## config.mk

```make
export PLATFORM = sky130hd
export DESIGN_NAME = console_mem_access
export DESIGN_NICKNAME = d
export VERILOG_FILES = /design/src/rtl/cm_pkg.sv /design/src/rtl/cm_key_sync.sv /design/src/rtl/cm_sequencer.sv /design/src/rtl/cm_regs.sv /design/src/rtl/console_mem_access.sv
export SDC_FILE = /design/constraint.sdc
export NUM_CORES = 1
export LEC_CHECK = 0
export BUFFER_PORTS_ARGS = -buffer_cell sky130_fd_sc_hd__buf_2
export CAP_MARGIN = 10
export CORE_ASPECT_RATIO = 0.75
export CORE_UTILIZATION = 45
export CTS_CLUSTER_SIZE = 12
export DETAILED_ROUTE_END_ITERATION = 8
export PLACE_DENSITY_LB_ADDON = 0.08
export SLEW_MARGIN = 20
export SYNTH_ARGS = -nofsm -noshare
export SYNTH_HDL_FRONTEND = slang
export SYNTH_HIERARCHICAL = 1
export SYNTH_SLANG_ARGS = --single-unit
export TNS_END_PERCENT = 5
```

## constraint.sdc

```tcl
create_clock -name clk -period 2.1 [get_ports clk]
set_clock_uncertainty 0.05 [all_clocks]
set_input_delay 0.21 -clock clk [delete_from_list [all_inputs] [get_ports clk]]
set_output_delay 0.21 -clock clk [all_outputs]
set_load 0.03 [all_outputs]
```

## src/rtl/cm_pkg.sv

```systemverilog
package cm_pkg;
   typedef enum logic [1:0] {
      MODE_ADDR  = 2'b00,
      MODE_ALTER = 2'b01,
      MODE_DISP  = 2'b10,
      MODE_NONE  = 2'b11
   } cm_mode_e;

   typedef enum logic [2:0] {
      ST_IDLE,
      ST_ADDR_HOLD,
      ST_READ,
      ST_HOLD,
      ST_WRITE
   } cm_state_e;

   typedef struct packed {
      logic ld_sar_sw;
      logic ld_a_sw;
      logic ld_b_mem;
      logic ld_q;
      logic q_from_b;
      logic inc_sar;
   } cm_ctrl_t;
endpackage

```

## src/rtl/cm_key_sync.sv

```systemverilog
module cm_key_sync #(
   parameter int STAGES = 2
) (
   input  logic clk,
   input  logic rst,
   input  logic key_in,
   output logic key_lvl,
   output logic key_rise
);
   logic key_prev;

   generate
      if (STAGES == 0) begin : g_bypass
         assign key_lvl = key_in;
      end else begin : g_chain
         logic [STAGES-1:0] chain;
         always_ff @(posedge clk) begin
            if (rst) chain <= '0;
            else     chain <= {chain[STAGES-2:0], key_in};
         end
         assign key_lvl = chain[STAGES-1];
      end
   endgenerate

   always_ff @(posedge clk) begin
      if (rst) key_prev <= 1'b0;
      else     key_prev <= key_lvl;
   end

   assign key_rise = key_lvl & ~key_prev;
endmodule

```

## src/rtl/cm_sequencer.sv

```systemverilog
module cm_sequencer
   import cm_pkg::*;
(
   input  logic     clk,
   input  logic     rst,
   input  logic [1:0] mode_sel,
   input  logic     run_sw,
   input  logic     sweep_sw,
   input  logic     incr_sw,
   input  logic     key_lvl,
   input  logic     key_rise,
   input  logic     mem_done,
   output logic     mem_rd,
   output logic     mem_wr,
   output logic     wsel_b,
   output cm_ctrl_t ctrl
);
   cm_state_e state, nxt;
   cm_mode_e  mode_q;
   logic      run_q, sweep_q, stop_q;
   logic      mode_chg, stop_now;

   assign mode_chg = (cm_mode_e'(mode_sel) != mode_q);
   assign stop_now = stop_q | key_rise | mode_chg;
   assign mem_rd   = (state == ST_READ);
   assign mem_wr   = (state == ST_WRITE);
   assign wsel_b   = (mode_q == MODE_DISP);

   always_comb begin
      ctrl = '0;
      nxt  = state;
      case (state)
         ST_IDLE: begin
            if (key_rise) begin
               case (cm_mode_e'(mode_sel))
                  MODE_ADDR: begin
                     ctrl.ld_sar_sw = 1'b1;
                     ctrl.ld_a_sw   = 1'b1;
                     nxt            = ST_ADDR_HOLD;
                  end
                  MODE_ALTER: begin
                     ctrl.ld_a_sw = 1'b1;
                     nxt          = run_sw ? ST_WRITE : ST_HOLD;
                  end
                  MODE_DISP: nxt = ST_READ;
                  default:   nxt = ST_IDLE;
               endcase
            end
         end
         ST_ADDR_HOLD: begin
            ctrl.ld_a_sw = key_lvl;
            if (!key_lvl) nxt = ST_IDLE;
         end
         ST_READ: begin
            if (mem_done) begin
               ctrl.ld_b_mem = 1'b1;
               nxt           = run_q ? ST_WRITE : ST_HOLD;
            end
         end
         ST_HOLD: begin
            if (!key_lvl) nxt = ST_WRITE;
         end
         ST_WRITE: begin
            if (mem_done) begin
               ctrl.ld_q     = 1'b1;
               ctrl.q_from_b = (mode_q == MODE_DISP);
               ctrl.inc_sar  = run_q ? sweep_q : incr_sw;
               if (run_q && !stop_now)
                  nxt = (mode_q == MODE_DISP) ? ST_READ : ST_WRITE;
               else
                  nxt = ST_IDLE;
            end
         end
         default: nxt = ST_IDLE;
      endcase
   end

   always_ff @(posedge clk) begin
      if (rst) begin
         state   <= ST_IDLE;
         mode_q  <= MODE_NONE;
         run_q   <= 1'b0;
         sweep_q <= 1'b0;
         stop_q  <= 1'b0;
      end else begin
         state <= nxt;
         if (state == ST_IDLE && key_rise) begin
            mode_q  <= cm_mode_e'(mode_sel);
            run_q   <= run_sw;
            sweep_q <= sweep_sw;
            stop_q  <= 1'b0;
         end else if (nxt == ST_IDLE) begin
            stop_q <= 1'b0;
         end else if (run_q && (key_rise || mode_chg)) begin
            stop_q <= 1'b1;
         end
      end
   end

   assert_one_strobe_R12: assert property (@(posedge clk) disable iff (rst)
      !(mem_rd && mem_wr));
   assert_rd_held_R12: assert property (@(posedge clk) disable iff (rst)
      (mem_rd && !mem_done) |=> mem_rd);
   assert_wr_held_R12: assert property (@(posedge clk) disable iff (rst)
      (mem_wr && !mem_done) |=> mem_wr);
   assert_idle_after_stop_R9: assert property (@(posedge clk) disable iff (rst)
      (mem_wr && mem_done && stop_q) |=> !mem_rd && !mem_wr);
endmodule

```

## src/rtl/cm_regs.sv

```systemverilog
module cm_regs
   import cm_pkg::*;
#(
   parameter int SW_W   = 16,
   parameter int ADDR_W = 10,
   parameter int DATA_W = 8
) (
   input  logic              clk,
   input  logic              rst,
   input  cm_ctrl_t          ctrl,
   input  logic [SW_W-1:0]   sw,
   input  logic [DATA_W-1:0] mem_rdata,
   input  logic              mem_rd,
   input  logic              mem_wr,
   input  logic              mem_done,
   output logic [ADDR_W-1:0] sar,
   output logic [DATA_W-1:0] a_reg,
   output logic [DATA_W-1:0] b_reg,
   output logic [DATA_W-1:0] q_reg
);
   localparam logic [ADDR_W-1:0] ONE = ADDR_W'(1);

   always_ff @(posedge clk) begin
      if (rst) begin
         sar   <= '0;
         a_reg <= '0;
         b_reg <= '0;
         q_reg <= '0;
      end else begin
         if (ctrl.ld_sar_sw)    sar <= sw[ADDR_W-1:0];
         else if (ctrl.inc_sar) sar <= sar + ONE;
         if (ctrl.ld_a_sw)  a_reg <= sw[DATA_W-1:0];
         if (ctrl.ld_b_mem) b_reg <= mem_rdata;
         if (ctrl.ld_q)     q_reg <= ctrl.q_from_b ? b_reg : a_reg;
      end
   end

   assert_reset_clear_R1: assert property (@(posedge clk)
      rst |=> (sar == '0 && a_reg == '0 && b_reg == '0 && q_reg == '0));
   assert_addr_held_R12: assert property (@(posedge clk) disable iff (rst)
      ((mem_rd || mem_wr) && !mem_done) |=> $stable(sar));
   assert_q_on_write_R3: assert property (@(posedge clk) disable iff (rst)
      !(mem_wr && mem_done) |=> $stable(q_reg));
   assert_b_on_read_R4: assert property (@(posedge clk) disable iff (rst)
      !(mem_rd && mem_done) |=> $stable(b_reg));
endmodule

```

## src/rtl/console_mem_access.sv

```systemverilog
module console_mem_access
   import cm_pkg::*;
#(
   parameter int SW_W        = 16,
   parameter int ADDR_W      = 10,
   parameter int DATA_W      = 8,
   parameter int SYNC_STAGES = 2
) (
   input  logic              clk,
   input  logic              rst,
   input  logic [1:0]        mode_sel,
   input  logic [SW_W-1:0]   sw,
   input  logic              start_key,
   input  logic              test_run,
   input  logic              sweep_all,
   input  logic              addr_inc,
   output logic              mem_rd,
   output logic              mem_wr,
   output logic [ADDR_W-1:0] mem_addr,
   output logic [DATA_W-1:0] mem_wdata,
   input  logic [DATA_W-1:0] mem_rdata,
   input  logic              mem_done,
   output logic [ADDR_W-1:0] sar_o,
   output logic [DATA_W-1:0] a_o,
   output logic [DATA_W-1:0] b_o,
   output logic [DATA_W-1:0] q_o
);
   if (DATA_W > SW_W) begin : g_bad_data_w
      $error("DATA_W must not exceed SW_W");
   end
   if (ADDR_W > SW_W) begin : g_bad_addr_w
      $error("ADDR_W must not exceed SW_W");
   end
   if (SYNC_STAGES == 1 || SYNC_STAGES > 4) begin : g_bad_sync
      $error("SYNC_STAGES must be 0 or 2 to 4");
   end

   logic     key_lvl, key_rise, wsel_b;
   cm_ctrl_t ctrl;

   cm_key_sync #(.STAGES(SYNC_STAGES)) u_sync (
      .clk(clk), .rst(rst), .key_in(start_key),
      .key_lvl(key_lvl), .key_rise(key_rise)
   );

   cm_sequencer u_seq (
      .clk(clk), .rst(rst), .mode_sel(mode_sel),
      .run_sw(test_run), .sweep_sw(sweep_all), .incr_sw(addr_inc),
      .key_lvl(key_lvl), .key_rise(key_rise), .mem_done(mem_done),
      .mem_rd(mem_rd), .mem_wr(mem_wr), .wsel_b(wsel_b), .ctrl(ctrl)
   );

   cm_regs #(.SW_W(SW_W), .ADDR_W(ADDR_W), .DATA_W(DATA_W)) u_regs (
      .clk(clk), .rst(rst), .ctrl(ctrl), .sw(sw), .mem_rdata(mem_rdata),
      .mem_rd(mem_rd), .mem_wr(mem_wr), .mem_done(mem_done),
      .sar(sar_o), .a_reg(a_o), .b_reg(b_o), .q_reg(q_o)
   );

   assign mem_addr  = sar_o;
   assign mem_wdata = wsel_b ? b_o : a_o;
endmodule

```

==> impl_metrics.toml <==
[die]
dieArea_um2 = 5569
die_y_um = 64.88
pin_count = 87
die_w_um = 85.84
initial_core_util_pct = 47.61
row_count = 22
core_area_um2 = 4982

[global_routing]
grt_pass1_wl_um = 8832
met2_usage_pct = 27.90
grt-ovfl-total = 0
grt_start_max_net_pins = 25
use_met1_pct = 31.54
grt_pass1_vias = 1725
top_usage_layer = "met1"
use_met3_pct = 4.331
grt_usage_pct = 20.61
antenna_found_initial = 0

[finish]
stdcell_count = 403
largest_register_ffs = 10
drive_gt1_share_pct = 37.76
area_growth_pct = 23.73
final_common_cell = "buf_2"
finalInstanceArea_um2 = 2935
nNetsFinal = 364
antenna_cells = 0
mostFrequentLayoutCells = "buf_2 (80), dfxtp_1 (45), nor2_1 (41)"
regMostFlops = "u_regs/sar"

[logic_synthesis]
syn-cell-area_um2 = 2372
synth_edf_count = 0
ys_warn_count = 6
ys_seq_elements = 45
async_flop_share_pct = 0
yosysSeqAreaShare_pct = 37.97
syn_avg_cell_area_um2 = 9.267
syn-num-nets = 290
synth_flop_cell = "dfxtp_1"
netlist_instances = 256
synth_cell_types = 47

[placed_design]
dpl_cell_area_um2 = 2798
numPortBuffers = 80
dpl.cell_count = 393
gp_congestion = 0.7880
dp_hpwl_um = 4113

[route]
drt_pass1_iterations = 4
finalWirelength_um = 5653
vias = 2051
first_iter_violations = 114
drt-vias-per-instance = 5.089
drcViolationCount = 0
avgRoutedWirePerCell_um = 14.03
ant_nets = 0

[critical_path]
crit_start = "u_seq/state[1]"
cp.required_ns = 2.28
critPathMostFrequentCell = "nand2_1"
path_cells = "or3b_4 -> inv_4 -> nand2_1 -> nor2_2 -> buf_6 -> nand2_1 -> or3_1 -> a21o_1 -> a21oi_2"
slowest_delay_ns = 0.43
crit_path_end_kind = "flop"
endpoint = "u_regs/sar[6]"
worstSetupPathType = "reg -> reg"
arrival_ns = 2.18
crit_fanout = 10
r2r_cells = 9
r2r_end = "u_regs/sar[6]"
critPathLaunchType = "flop"
r2r-start = "u_seq/state[1]"
cp_slowest_cell = "or3b_4"
r2r_setup_slack_ns = 0.10

[hold_path]
min_path_type = "in -> reg"

[sta]
tightest_slew_ns = 0.4630
setup_viol = 0
slew_headroom_pct = 69.10
fin_crit_ns = 1.996
hold_viol = 0
rsz0062_at_grt = "false"
fin_crit_sh_pct = 95.02
holdWs_ns = 0.08829
final.setup.tns_ns = 0
slew_violations = 0
fmaxAchievable_mhz = 501.1

[clocking]
ctsHoldBuffers = 0
cts.clk_slew.worst_paths_ns = 0.08
cts_root_buf = "clkbuf_8"
clock_sinks = 45
clk_latency_ns = 0.29
cts_tree = "yes"
cts_buffer_depth = 2
htree_levels = 2
numCtsBuffers = 5

[power]
max-vdd-ir-drop_uv = 266.8
power.density_nw_per_um2 = 592.3
p_leak_nw = 1.261
power_mw = 1.739

[flow_run]
max_cap_viol_count = 0

[status]
status = "complete, no violations"
==> worst min path at each step <==
| stage | start | to | slack [ns] | depth (start not counted) |
|---|---|---|---|---|
| floorplan | rst | u_seq/run_q | 0.23 | 1 |
| global placement | u_sync/g_chain.chain[0] | u_sync/g_chain.chain[1] | 0.37 | 1 |
| detailed placement | u_sync/g_chain.chain[0] | u_sync/g_chain.chain[1] | 0.38 | 1 |
| CTS | start_key | u_sync/g_chain.chain[0] | 0.08 | 2 |
| global route | start_key | u_sync/g_chain.chain[0] | 0.07 | 2 |
| finish | start_key | u_sync/g_chain.chain[0] | 0.09 | 2 |
==> through the flow <==
stage	util, %	setup slack, ns
floorplan	-	-0.06423
global placement	56.15	0.1078
detailed placement	56.15	0.07216
CTS	58.49	0.05235
global route	58.92	0.003027
finish	58.92	0.1045
==> report_power, final <==
part	switching [mW]	leakage, nW	internal, mW
clock network	0.281	0.0585	0.388
registers	0.0149	0.364	0.868
logic	0.112	0.838	0.0753
==> layer usage <==
layer | up-vias | wire [um] | share of wire (%)
met5 | - | 0 | 0
met4 | 0 | 78 | 1.4
met3 | 7 | 395 | 7.0
met2 | 81 | 2188 | 39
met1 | 938 | 2990 | 53
li1 | 1025 | - | -
==> kinds of logic (layout without fill, tap and decap cells) <==
| logic type | after synthesis | in the layout | share of synthesized area, % |
|---|---|---|---|
| adders and majority gates | 1 | 1 | 0.5273 |
| xor gates and xnor gates | 10 | 10 | 3.692 |
| DFF | 45 | 45 | 37.97 |
| muxes | 36 | 36 | 16.88 |
| buffers and inverters | 31 | 106 | 8.122 |
| and+or+nand+nor | 95 | 95 | 21.41 |
| AOI/OAI and AO/OA | 38 | 38 | 11.39 |
==> critical path, delay by kind of cell (launching register included) <==
kind	cells	cell delay (ns)
AND/OR/NAND/NOR	5	1.04
flip-flops	1	0.33
buffers and inverters	2	0.21
AO/OA/AOI/OAI	2	0.31
==> cells in the mapped netlist (all sizes together) (2+ instances only) <==
cell	number	share of area (%)
dfxtp	45	38
nor2	42	6.6
mux2i	28	12
buf	19	6.2
a21oi	13	2.9
nand2	13	2.1
a211oi	9	3.1
clkbuf	8	1.3
mux2	8	5.1
xnor2	7	2.6
nor2b	5	1.4
inv	4	0.63
nand4	4	1.3
nor3	4	0.84
o21ai	4	0.84
or3b	4	1.5
nand3	3	0.63
nand3b	3	0.95
nor3b	3	0.95
o22ai	3	0.79
xor2	3	1.1
and2	2	0.53
and3	2	0.53
nand2b	2	0.53
nor4b	2	1.0
or4bb	2	0.95
==> timing repair <==
action / CTS / global route
endpoints found under the hold margin: 0 / 0
buffers inserted: 0 / 2
gates resized for setup: 0 / 2
setup endpoints to repair: 0 / 1
==> layout make-up <==
type | count | area (um2)
tap | 72 | 90.09
multi-input combinational | 180 | 1289
clock inverter | 1 | 30.03
fill | 461 | 2047
clock buffer | 7 | 86.33
inverter | 4 | 17.52
timing repair buffer | 94 | 521.8
sequential | 45 | 900.9
No activity file was read; power rests on OpenSTA's default activity.
